**src/rtl/ata_pio_pkg.sv**
```systemverilog
package ata_pio_pkg;

    typedef enum logic [1:0] {
        PH_IDLE   = 2'd0,
        PH_SETUP  = 2'd1,
        PH_ACTIVE = 2'd2,
        PH_RECOV  = 2'd3
    } phase_e;

    // Field order is decoded by the device: {A2,A1,A0,CS1 active-low,CS0 active-low}
    typedef struct packed {
        logic [2:0] da;
        logic       cs1_n;
        logic       cs0_n;
    } regsel_t;

    localparam regsel_t SEL_IDLE = '{da: 3'd0, cs1_n: 1'b1, cs0_n: 1'b1};

    // Clocks the write data stays driven after the write strobe rises
    function automatic logic [1:0] wr_hold_clks(input logic [2:0] mode);
        if (mode == 3'd0)      return 2'd3;
        else if (mode <= 3'd2) return 2'd2;
        else                   return 2'd1;
    endfunction

endpackage

```
**src/rtl/ata_pio_timing_sel.sv**
```systemverilog
module ata_pio_timing_sel
    import ata_pio_pkg::*;
#(
    parameter int TW = 8
) (
    input  logic          reg8,
    input  logic [2:0]    pio_mode,
    input  logic [TW-1:0] t_setup,
    input  logic [TW-1:0] t_act16,
    input  logic [TW-1:0] t_rec16,
    input  logic [TW-1:0] t_cyc16,
    input  logic [TW-1:0] t_act8,
    input  logic [TW-1:0] t_rec8,
    input  logic [TW-1:0] t_cyc8,
    output logic [TW-1:0] setup_len,
    output logic [TW-1:0] act_len,
    output logic [TW-1:0] rec_len,
    output logic [TW-1:0] cyc_len,
    output logic [1:0]    hold_len
);

    localparam logic [TW-1:0] ONE = TW'(1);

    function automatic logic [TW-1:0] at_least_one(input logic [TW-1:0] v);
        return (v == '0) ? ONE : v;
    endfunction

    logic [TW-1:0] act_pick, rec_pick, cyc_pick;

    always_comb begin
        act_pick = reg8 ? t_act8 : t_act16;
        rec_pick = reg8 ? t_rec8 : t_rec16;
        cyc_pick = reg8 ? t_cyc8 : t_cyc16;
    end

    assign setup_len = at_least_one(t_setup);
    assign act_len   = at_least_one(act_pick);
    assign rec_len   = at_least_one(rec_pick);
    assign cyc_len   = cyc_pick;
    assign hold_len  = wr_hold_clks(pio_mode);

endmodule

```
**src/rtl/ata_pio_phase_fsm.sv**
```systemverilog
module ata_pio_phase_fsm
    import ata_pio_pkg::*;
#(
    parameter int TW    = 8,
    parameter int FIRST = 2,
    parameter int LIMIT = 40,
    parameter int CW    = 9
) (
    input  logic          clk,
    input  logic          rst,
    input  logic          start,
    input  logic          write_in,
    input  logic          iordy_en_in,
    input  logic          iordy,
    input  logic [TW-1:0] setup_len,
    input  logic [TW-1:0] act_len,
    input  logic [TW-1:0] rec_len,
    input  logic [TW-1:0] cyc_len,
    input  logic [1:0]    hold_len,
    output phase_e        phase,
    output logic          hold_on,
    output logic          strobe_rise,
    output logic          done,
    output logic          timeout
);

    localparam logic [CW-1:0] FIRST_C = CW'(FIRST);
    localparam logic [CW-1:0] LIMIT_C = CW'(LIMIT);

    logic [CW-1:0] cnt;
    logic [TW-1:0] s_q, a_q, r_q, c_q;
    logic [1:0]    h_q;
    logic          wr_q, en_q;
    logic [CW-1:0] rec_target;
    logic [CW-1:0] gap, rec_calc;
    logic          act_exit;

    // Strobe release: minimum active met, then ready, limit, or no checking
    always_comb begin
        act_exit = (phase == PH_ACTIVE) && (cnt >= CW'(a_q)) &&
                   (!en_q || (iordy && cnt >= FIRST_C) || cnt >= LIMIT_C);
    end

    // Recovery length from the real active count
    always_comb begin
        gap      = (CW'(c_q) > cnt) ? (CW'(c_q) - cnt) : '0;
        rec_calc = (gap > CW'(r_q)) ? gap : CW'(r_q);
        if (wr_q && CW'(h_q) > rec_calc) rec_calc = CW'(h_q);
    end

    assign strobe_rise = act_exit;
    assign hold_on     = (phase == PH_RECOV) && (cnt <= CW'(h_q));

    always_ff @(posedge clk) begin
        if (rst) begin
            phase      <= PH_IDLE;
            cnt        <= '0;
            s_q        <= '0;
            a_q        <= '0;
            r_q        <= '0;
            c_q        <= '0;
            h_q        <= '0;
            wr_q       <= 1'b0;
            en_q       <= 1'b0;
            rec_target <= '0;
            done       <= 1'b0;
            timeout    <= 1'b0;
        end else begin
            done <= 1'b0;
            unique case (phase)
                PH_IDLE: begin
                    if (start) begin
                        phase   <= PH_SETUP;
                        cnt     <= CW'(1);
                        s_q     <= setup_len;
                        a_q     <= act_len;
                        r_q     <= rec_len;
                        c_q     <= cyc_len;
                        h_q     <= hold_len;
                        wr_q    <= write_in;
                        en_q    <= iordy_en_in;
                        timeout <= 1'b0;
                    end
                end
                PH_SETUP: begin
                    if (cnt >= CW'(s_q)) begin
                        phase <= PH_ACTIVE;
                        cnt   <= CW'(1);
                    end else begin
                        cnt <= cnt + CW'(1);
                    end
                end
                PH_ACTIVE: begin
                    if (act_exit) begin
                        phase      <= PH_RECOV;
                        cnt        <= CW'(1);
                        rec_target <= rec_calc;
                        timeout    <= en_q && !iordy;
                    end else begin
                        cnt <= cnt + CW'(1);
                    end
                end
                PH_RECOV: begin
                    if (cnt >= rec_target) begin
                        phase <= PH_IDLE;
                        cnt   <= '0;
                        done  <= 1'b1;
                    end else begin
                        cnt <= cnt + CW'(1);
                    end
                end
                default: phase <= PH_IDLE;
            endcase
        end
    end

endmodule

```
**src/rtl/ata_pio_pin_drv.sv**
```systemverilog
module ata_pio_pin_drv
    import ata_pio_pkg::*;
#(
    parameter int DW = 16
) (
    input  logic          clk,
    input  logic          rst,
    input  logic          start,
    input  regsel_t       sel_in,
    input  logic [DW-1:0] wdata_in,
    input  logic          write_in,
    input  phase_e        phase,
    input  logic          hold_on,
    input  logic          strobe_rise,
    input  logic [DW-1:0] dd_in,
    output logic          cs0_n,
    output logic          cs1_n,
    output logic [2:0]    da,
    output logic          dior_n,
    output logic          diow_n,
    output logic [DW-1:0] dd_out,
    output logic          dd_oe,
    output logic [DW-1:0] rd_data
);

    regsel_t       sel_q;
    logic [DW-1:0] wdata_q;
    logic          wr_q;
    regsel_t       sel_out;
    logic          strobe_on;

    always_ff @(posedge clk) begin
        if (rst) begin
            sel_q   <= SEL_IDLE;
            wdata_q <= '0;
            wr_q    <= 1'b0;
            rd_data <= '0;
        end else begin
            if (start) begin
                sel_q   <= sel_in;
                wdata_q <= wdata_in;
                wr_q    <= write_in;
            end
            // Capture on the read strobe's rising edge
            if (strobe_rise && !wr_q) rd_data <= dd_in;
        end
    end

    always_comb begin
        sel_out   = (phase == PH_IDLE) ? SEL_IDLE : sel_q;
        strobe_on = (phase == PH_ACTIVE);
        cs0_n     = sel_out.cs0_n;
        cs1_n     = sel_out.cs1_n;
        da        = sel_out.da;
        dior_n    = !(strobe_on && !wr_q);
        diow_n    = !(strobe_on && wr_q);
        dd_oe     = wr_q && (strobe_on || hold_on);
        dd_out    = dd_oe ? wdata_q : '0;
    end

endmodule

```
**src/rtl/ata_pio_seq.sv**
```systemverilog
module ata_pio_seq
    import ata_pio_pkg::*;
#(
    parameter int DW          = 16,
    parameter int TW          = 8,
    parameter int IORDY_FIRST = 2,
    parameter int IORDY_LIMIT = 40
) (
    input  logic          clk,
    input  logic          rst,
    input  logic          req_valid,
    input  logic          req_write,
    input  logic          req_reg8,
    input  logic [4:0]    req_sel,
    input  logic [DW-1:0] req_wdata,
    input  logic          iordy_en,
    input  logic [2:0]    pio_mode,
    input  logic [TW-1:0] t_setup,
    input  logic [TW-1:0] t_act16,
    input  logic [TW-1:0] t_rec16,
    input  logic [TW-1:0] t_cyc16,
    input  logic [TW-1:0] t_act8,
    input  logic [TW-1:0] t_rec8,
    input  logic [TW-1:0] t_cyc8,
    output logic          busy,
    output logic          done,
    output logic          timeout,
    output logic [DW-1:0] rd_data,
    output logic          ata_cs0_n,
    output logic          ata_cs1_n,
    output logic [2:0]    ata_da,
    output logic          ata_dior_n,
    output logic          ata_diow_n,
    output logic [DW-1:0] dd_out,
    output logic          dd_oe,
    input  logic [DW-1:0] dd_in,
    input  logic          iordy
);

    localparam int LW = $clog2(IORDY_LIMIT + 1);
    localparam int CW = ((TW > LW) ? TW : LW) + 1;

    phase_e        phase;
    logic          start, hold_on, strobe_rise;
    logic [TW-1:0] setup_len, act_len, rec_len, cyc_len;
    logic [1:0]    hold_len;
    regsel_t       sel_in;

    assign busy   = (phase != PH_IDLE);
    assign start  = req_valid && !busy;
    assign sel_in = regsel_t'(req_sel);

    ata_pio_timing_sel #(.TW(TW)) i_tsel (
        .reg8      (req_reg8),
        .pio_mode  (pio_mode),
        .t_setup   (t_setup),
        .t_act16   (t_act16),
        .t_rec16   (t_rec16),
        .t_cyc16   (t_cyc16),
        .t_act8    (t_act8),
        .t_rec8    (t_rec8),
        .t_cyc8    (t_cyc8),
        .setup_len (setup_len),
        .act_len   (act_len),
        .rec_len   (rec_len),
        .cyc_len   (cyc_len),
        .hold_len  (hold_len)
    );

    ata_pio_phase_fsm #(
        .TW(TW), .FIRST(IORDY_FIRST), .LIMIT(IORDY_LIMIT), .CW(CW)
    ) i_fsm (
        .clk         (clk),
        .rst         (rst),
        .start       (start),
        .write_in    (req_write),
        .iordy_en_in (iordy_en),
        .iordy       (iordy),
        .setup_len   (setup_len),
        .act_len     (act_len),
        .rec_len     (rec_len),
        .cyc_len     (cyc_len),
        .hold_len    (hold_len),
        .phase       (phase),
        .hold_on     (hold_on),
        .strobe_rise (strobe_rise),
        .done        (done),
        .timeout     (timeout)
    );

    ata_pio_pin_drv #(.DW(DW)) i_pins (
        .clk         (clk),
        .rst         (rst),
        .start       (start),
        .sel_in      (sel_in),
        .wdata_in    (req_wdata),
        .write_in    (req_write),
        .phase       (phase),
        .hold_on     (hold_on),
        .strobe_rise (strobe_rise),
        .dd_in       (dd_in),
        .cs0_n       (ata_cs0_n),
        .cs1_n       (ata_cs1_n),
        .da          (ata_da),
        .dior_n      (ata_dior_n),
        .diow_n      (ata_diow_n),
        .dd_out      (dd_out),
        .dd_oe       (dd_oe),
        .rd_data     (rd_data)
    );

endmodule

```
**config.mk**
```make
export PLATFORM = sky130hd
export DESIGN_NAME = ata_pio_seq
export DESIGN_NICKNAME = d
export VERILOG_FILES = /design/src/rtl/ata_pio_pkg.sv /design/src/rtl/ata_pio_timing_sel.sv /design/src/rtl/ata_pio_phase_fsm.sv /design/src/rtl/ata_pio_pin_drv.sv /design/src/rtl/ata_pio_seq.sv
export SDC_FILE = /design/constraint.sdc
export NUM_CORES = 1
export LEC_CHECK = 0
export CELL_PAD_IN_SITES_DETAIL_PLACEMENT = 0
export CELL_PAD_IN_SITES_GLOBAL_PLACEMENT = 2
export CORE_MARGIN = 2
export CORE_UTILIZATION = 25
export CTS_CLUSTER_SIZE = 25
export DETAILED_ROUTE_END_ITERATION = 10
export PLACE_DENSITY_LB_ADDON = 0.05
export SLEW_MARGIN = 20
export SYNTH_ARGS = -nofsm -noshare
export SYNTH_HDL_FRONTEND = slang
export SYNTH_SLANG_ARGS = --single-unit
```
**constraint.sdc**
```tcl
create_clock -name clk -period 4.3 [get_ports clk]
set_input_delay 0.645 -clock clk [delete_from_list [all_inputs] [get_ports clk]]
set_output_delay 0.645 -clock clk [all_outputs]
set_load 0.03 [all_outputs]
```
==> results.cfg <==
[floorplanning]
effective_utilization_at_floorplan = 0.256
design.portCount = 146
fp.coreArea_um2 = 21900
placement_rows = 54
chipHeight_um = 154
chipWidth_um = 154
floorplan.die_area_um2 = 23600

[setup_path]
worst_r2r_endpoint = i_fsm.rec_target[0]
crit_path_top_delay_cell = sky130_fd_sc_hd__or4_1
critical_path.cell_chain = inv_1 > ha_4 > and4b_2 > buf_4 > o21a_1 > o21a_2 > buf_4 > and3_4 > ha_4 > nand3_2 > or3_1 > o211ai_1 > o21a_1 > mux2i_1 > ha_1 > nand2_1 > o2111ai_1 > a221o_1 > or4_1 > o211ai_1 > a21oi_1
cp_num_buf_inv = 3
regToRegStartpoint = i_fsm.cnt[6]
worstPathMaxFanout = 4
r2r_setup_slack_ps = -210
setup.worst_path.start_class = flip-flop
max_stage_delay_ps = 400
crit_arrival_ps = 4710
r2r_cells = 21
crit_cells = 21
worst_setup_path_startpoint = i_fsm.cnt[6]
worst-setup-path-type = reg -> reg
critical_path.top_delay_family = compound AO/OA/AOI/OAI gates
setup.worst_path.end = i_fsm.rec_target[0]
worst_setup_path_end_kind = flip-flop
critical_path_required_ps = 4500

[run_status]
violations = negative setup slack
run_status = finished, violations left

[sta]
totalNegativeSetupSlack_ps = -340
worst_pin_slew_ps = 838
unrepaired_setup_endpoints_after_global_routing = true
min_period_over_period = 1.05
final-hold-violation-count = 0
finalMaxSlewViolations = 0
post-route-min-period_ps = 4510
maximum_frequency_from_static_timing_analysis_mhz = 222
timing.slew.headroom = 0.440
timing.final.ws_setup_ps = -212
finClkSkew_ps = 13.2
setup_viol = 2
finalHoldWorstSlack_ps = 451

[synth]
syn_area_um2 = 5600
synth-edff-count = 0
ys_ff_latch = 95
postSynthAreaPerCell_um2 = 8.01
synth_ff_type = sky130_fd_sc_hd__dfxtp_1
ys.warnings.count = 0
netlist_instances = 699
yosysSeqAreaShare = 0.340
synth-async-reset-ratio = 0
synth.net_count = 854
post_synth_num_cell_types = 62

[layout]
flow.area_growth_from_synthesis_pct = 48.4
filler_cell_count = 2295
final_layout_size_suffix_gt1_frac = 0.157
postLayoutCoreUtil = 0.379
n_antenna_cell = 0
layout.nets = 1040
final_instance_area_um2 = 8310
stdcell_count = 1169

[global_routing]
first_global_vias = 5720
global_route_wire_length_before_repair_mm = 30.8
grt_util_all_layers = 0.163
gr-usage-met2 = 0.270
grt_overflow = 0
grt.met1_usage = 0.211
grt_start_max_net_pins = 61
gr-usage-met3 = 0.0471
antenna_found_initial = 1
top_usage_layer = met2

[hold_path]
hold_path_class = reg -> reg

[routing]
detail-route-antenna-nets = 0
routed_via_density = 4.73
route.vias.total = 5526
drt_drc_violations_left = 0
detail_route.wirelength_mm = 19.0
drt_wl_cell_um = 16.3
dr.pass1.iters = 4
detail_route.iter0.violations = 163

[cts]
cts_max_path_buffers = 2
insertion_delay_ps = 350
clkSinkCount = 95
cts-buffers-inserted = 9
htree_levels = 3
clock_pin_slew_of_the_registers_on_the_worst_case_setup_and_hold_paths_ps = 80
tritoncts = yes
clock-root-buffer = sky130_fd_sc_hd__clkbuf_16

[power_and_ir_drop]
lkg_pwr_nw = 3.20
p_per_area_nw_per_um2 = 600
fin_total_pwr_mw = 4.99
ir_drop_mv = 0.354

[place]
place_congestion = 0.814
post_dp_cell_area_um2 = 7760
detailed_place_hpwl_mm = 14.5
dp.cells = 1143
numPortBuffers = 145
pre_cts_ws_ps = -323

[run]
cap_viol_max_count = 0
==> worst min path at each step <==
stage                       from           endpoint  slack (ps)  depth (start not counted)
2_1_floorplan    i_pins.sel_q[0]    i_pins.sel_q[0]         430                          2
3_3_place_gp   i_pins.wdata_q[4]  i_pins.wdata_q[4]         440                          2
3_5_place_dp     i_pins.sel_q[3]    i_pins.sel_q[3]         440                          2
4_1_cts        i_pins.wdata_q[5]  i_pins.wdata_q[5]         450                          2
5_1_grt        i_pins.wdata_q[1]  i_pins.wdata_q[1]         460                          2
6_report       i_pins.wdata_q[5]  i_pins.wdata_q[5]         450                          2
==> tightest hold or removal path: stages (launching register included) <==
cell                      delay, ps
sky130_fd_sc_hd__dfxtp_1        310
sky130_fd_sc_hd__nand2_1         50
sky130_fd_sc_hd__a21oi_1         50
==> synth_stat cells (2+ instances only) <==
master	n	area [um2]
sky130_fd_sc_hd__a211oi_1	35	263
sky130_fd_sc_hd__nand4_1	3	18.8
sky130_fd_sc_hd__nand2b_1	6	37.5
sky130_fd_sc_hd__nor4_1	8	50.1
sky130_fd_sc_hd__nor3b_1	3	22.5
sky130_fd_sc_hd__buf_1	4	15.0
sky130_fd_sc_hd__nand2_1	117	439
sky130_fd_sc_hd__a22o_1	7	61.3
sky130_fd_sc_hd__o41ai_1	2	17.5
sky130_fd_sc_hd__ha_1	51	638
sky130_fd_sc_hd__nand3_1	11	55.1
sky130_fd_sc_hd__o31a_1	3	26.3
sky130_fd_sc_hd__and3_1	4	25.0
sky130_fd_sc_hd__or2_2	5	31.3
sky130_fd_sc_hd__a221oi_1	2	17.5
sky130_fd_sc_hd__or3_1	3	18.8
sky130_fd_sc_hd__a221o_1	3	30.0
sky130_fd_sc_hd__clkbuf_1	28	105
sky130_fd_sc_hd__and3_2	2	15.0
sky130_fd_sc_hd__mux2i_1	27	270
sky130_fd_sc_hd__o311ai_0	2	17.5
sky130_fd_sc_hd__xnor2_1	4	35.0
sky130_fd_sc_hd__o211ai_1	2	15.0
sky130_fd_sc_hd__inv_1	52	195
sky130_fd_sc_hd__o21a_1	9	67.6
sky130_fd_sc_hd__o21ai_0	13	65.1
sky130_fd_sc_hd__or4_1	3	22.5
sky130_fd_sc_hd__nor2b_1	22	138
sky130_fd_sc_hd__dfxtp_1	95	1900
sky130_fd_sc_hd__o21ai_1	2	10.0
sky130_fd_sc_hd__nor3_1	16	80.1
sky130_fd_sc_hd__a211o_1	2	17.5
sky130_fd_sc_hd__a21o_1	6	45.0
sky130_fd_sc_hd__nor2_1	45	169
sky130_fd_sc_hd__nand3b_1	2	15.0
sky130_fd_sc_hd__a21oi_1	72	360
sky130_fd_sc_hd__and2_1	3	18.8
==> layout by cell type (no fill, tap or decap), drive strengths merged, types with 3 or more instances in the layout <==
cell type,instances
a211o,3
a211oi,36
a21o,6
a21oi,73
a221o,3
a22o,7
and2,3
and3,6
buf,67
clkbuf,10
clkdlybuf4s50,143
dfxtp,95
ha,51
inv,55
mux2i,27
nand2,117
nand2b,6
nand3,11
nand4,3
nor2,45
nor2b,23
nor3,18
nor3b,3
nor4,8
o21a,9
o21ai,15
o31a,3
o41ai,3
or2,5
or3,3
or4,3
xnor2,4
==> per-layer routing <==
metal | wire length (um) | vias to the layer above | part of all wire
li1 | - | 2822 | -
met1 | 8760 | 2583 | 0.46
met2 | 8930 | 107 | 0.47
met3 | 1170 | 12 | 0.061
met4 | 154 | 2 | 0.0081
met5 | 13 | - | 0.00068
==> area by class of cell <==
cell class / count / area (um2) / share of cell area
clock inverter: 5 / 66.3 / 0.00798
clock buffer: 10 / 229 / 0.0276
timing repair buffer: 210 / 1930 / 0.233
tap: 280 / 350 / 0.0422
sequential: 95 / 1920 / 0.232
inverter: 52 / 195 / 0.0235
multi-input combinational: 517 / 3610 / 0.435
==> repair_timing <==
action                     in CTS  in global routing
gates resized for setup        14                 15
pin swaps                       5                 18
buffers inserted                7                  4
cloned                          0                  0
setup endpoints to repair       2                  2
hold buffers                    0                  0
==> registers in the layout, summed over array words and instances (netlist names) <==
name,flops
i_pins.wdata_q,16
i_fsm.s_q,8
i_fsm.phase,2
i_fsm.a_q,8
i_fsm.c_q,8
i_fsm.cnt,9
i_pins.rd_data,16
i_fsm.timeout,1
i_pins.wr_q,1
i_pins.sel_q,5
i_fsm.done,1
i_fsm.rec_target,9
i_fsm.h_q,2
i_fsm.r_q,8
i_fsm.en_q,1
==> power by group <==
group,switching [mW],leakage [nW],internal (mW)
Sequential,0.104,0.782,1.04
Combinational,1.54,2.27,1.47
Clock,0.378,0.141,0.457
==> logic make-up (layout without fill, tap and decap cells) <==
group	Yosys count	count (layout)	synth area share
buffers and inverters	87	277	0.0606
AOI/OAI and AO/OA	174	174	0.207
DFF	95	95	0.340
xor gates and xnor gates	5	5	0.00782
and+or+nand+nor	259	259	0.219
muxes	27	27	0.0483
adders and majority gates	52	52	0.118
No activity file was read; power rests on OpenSTA's default activity.
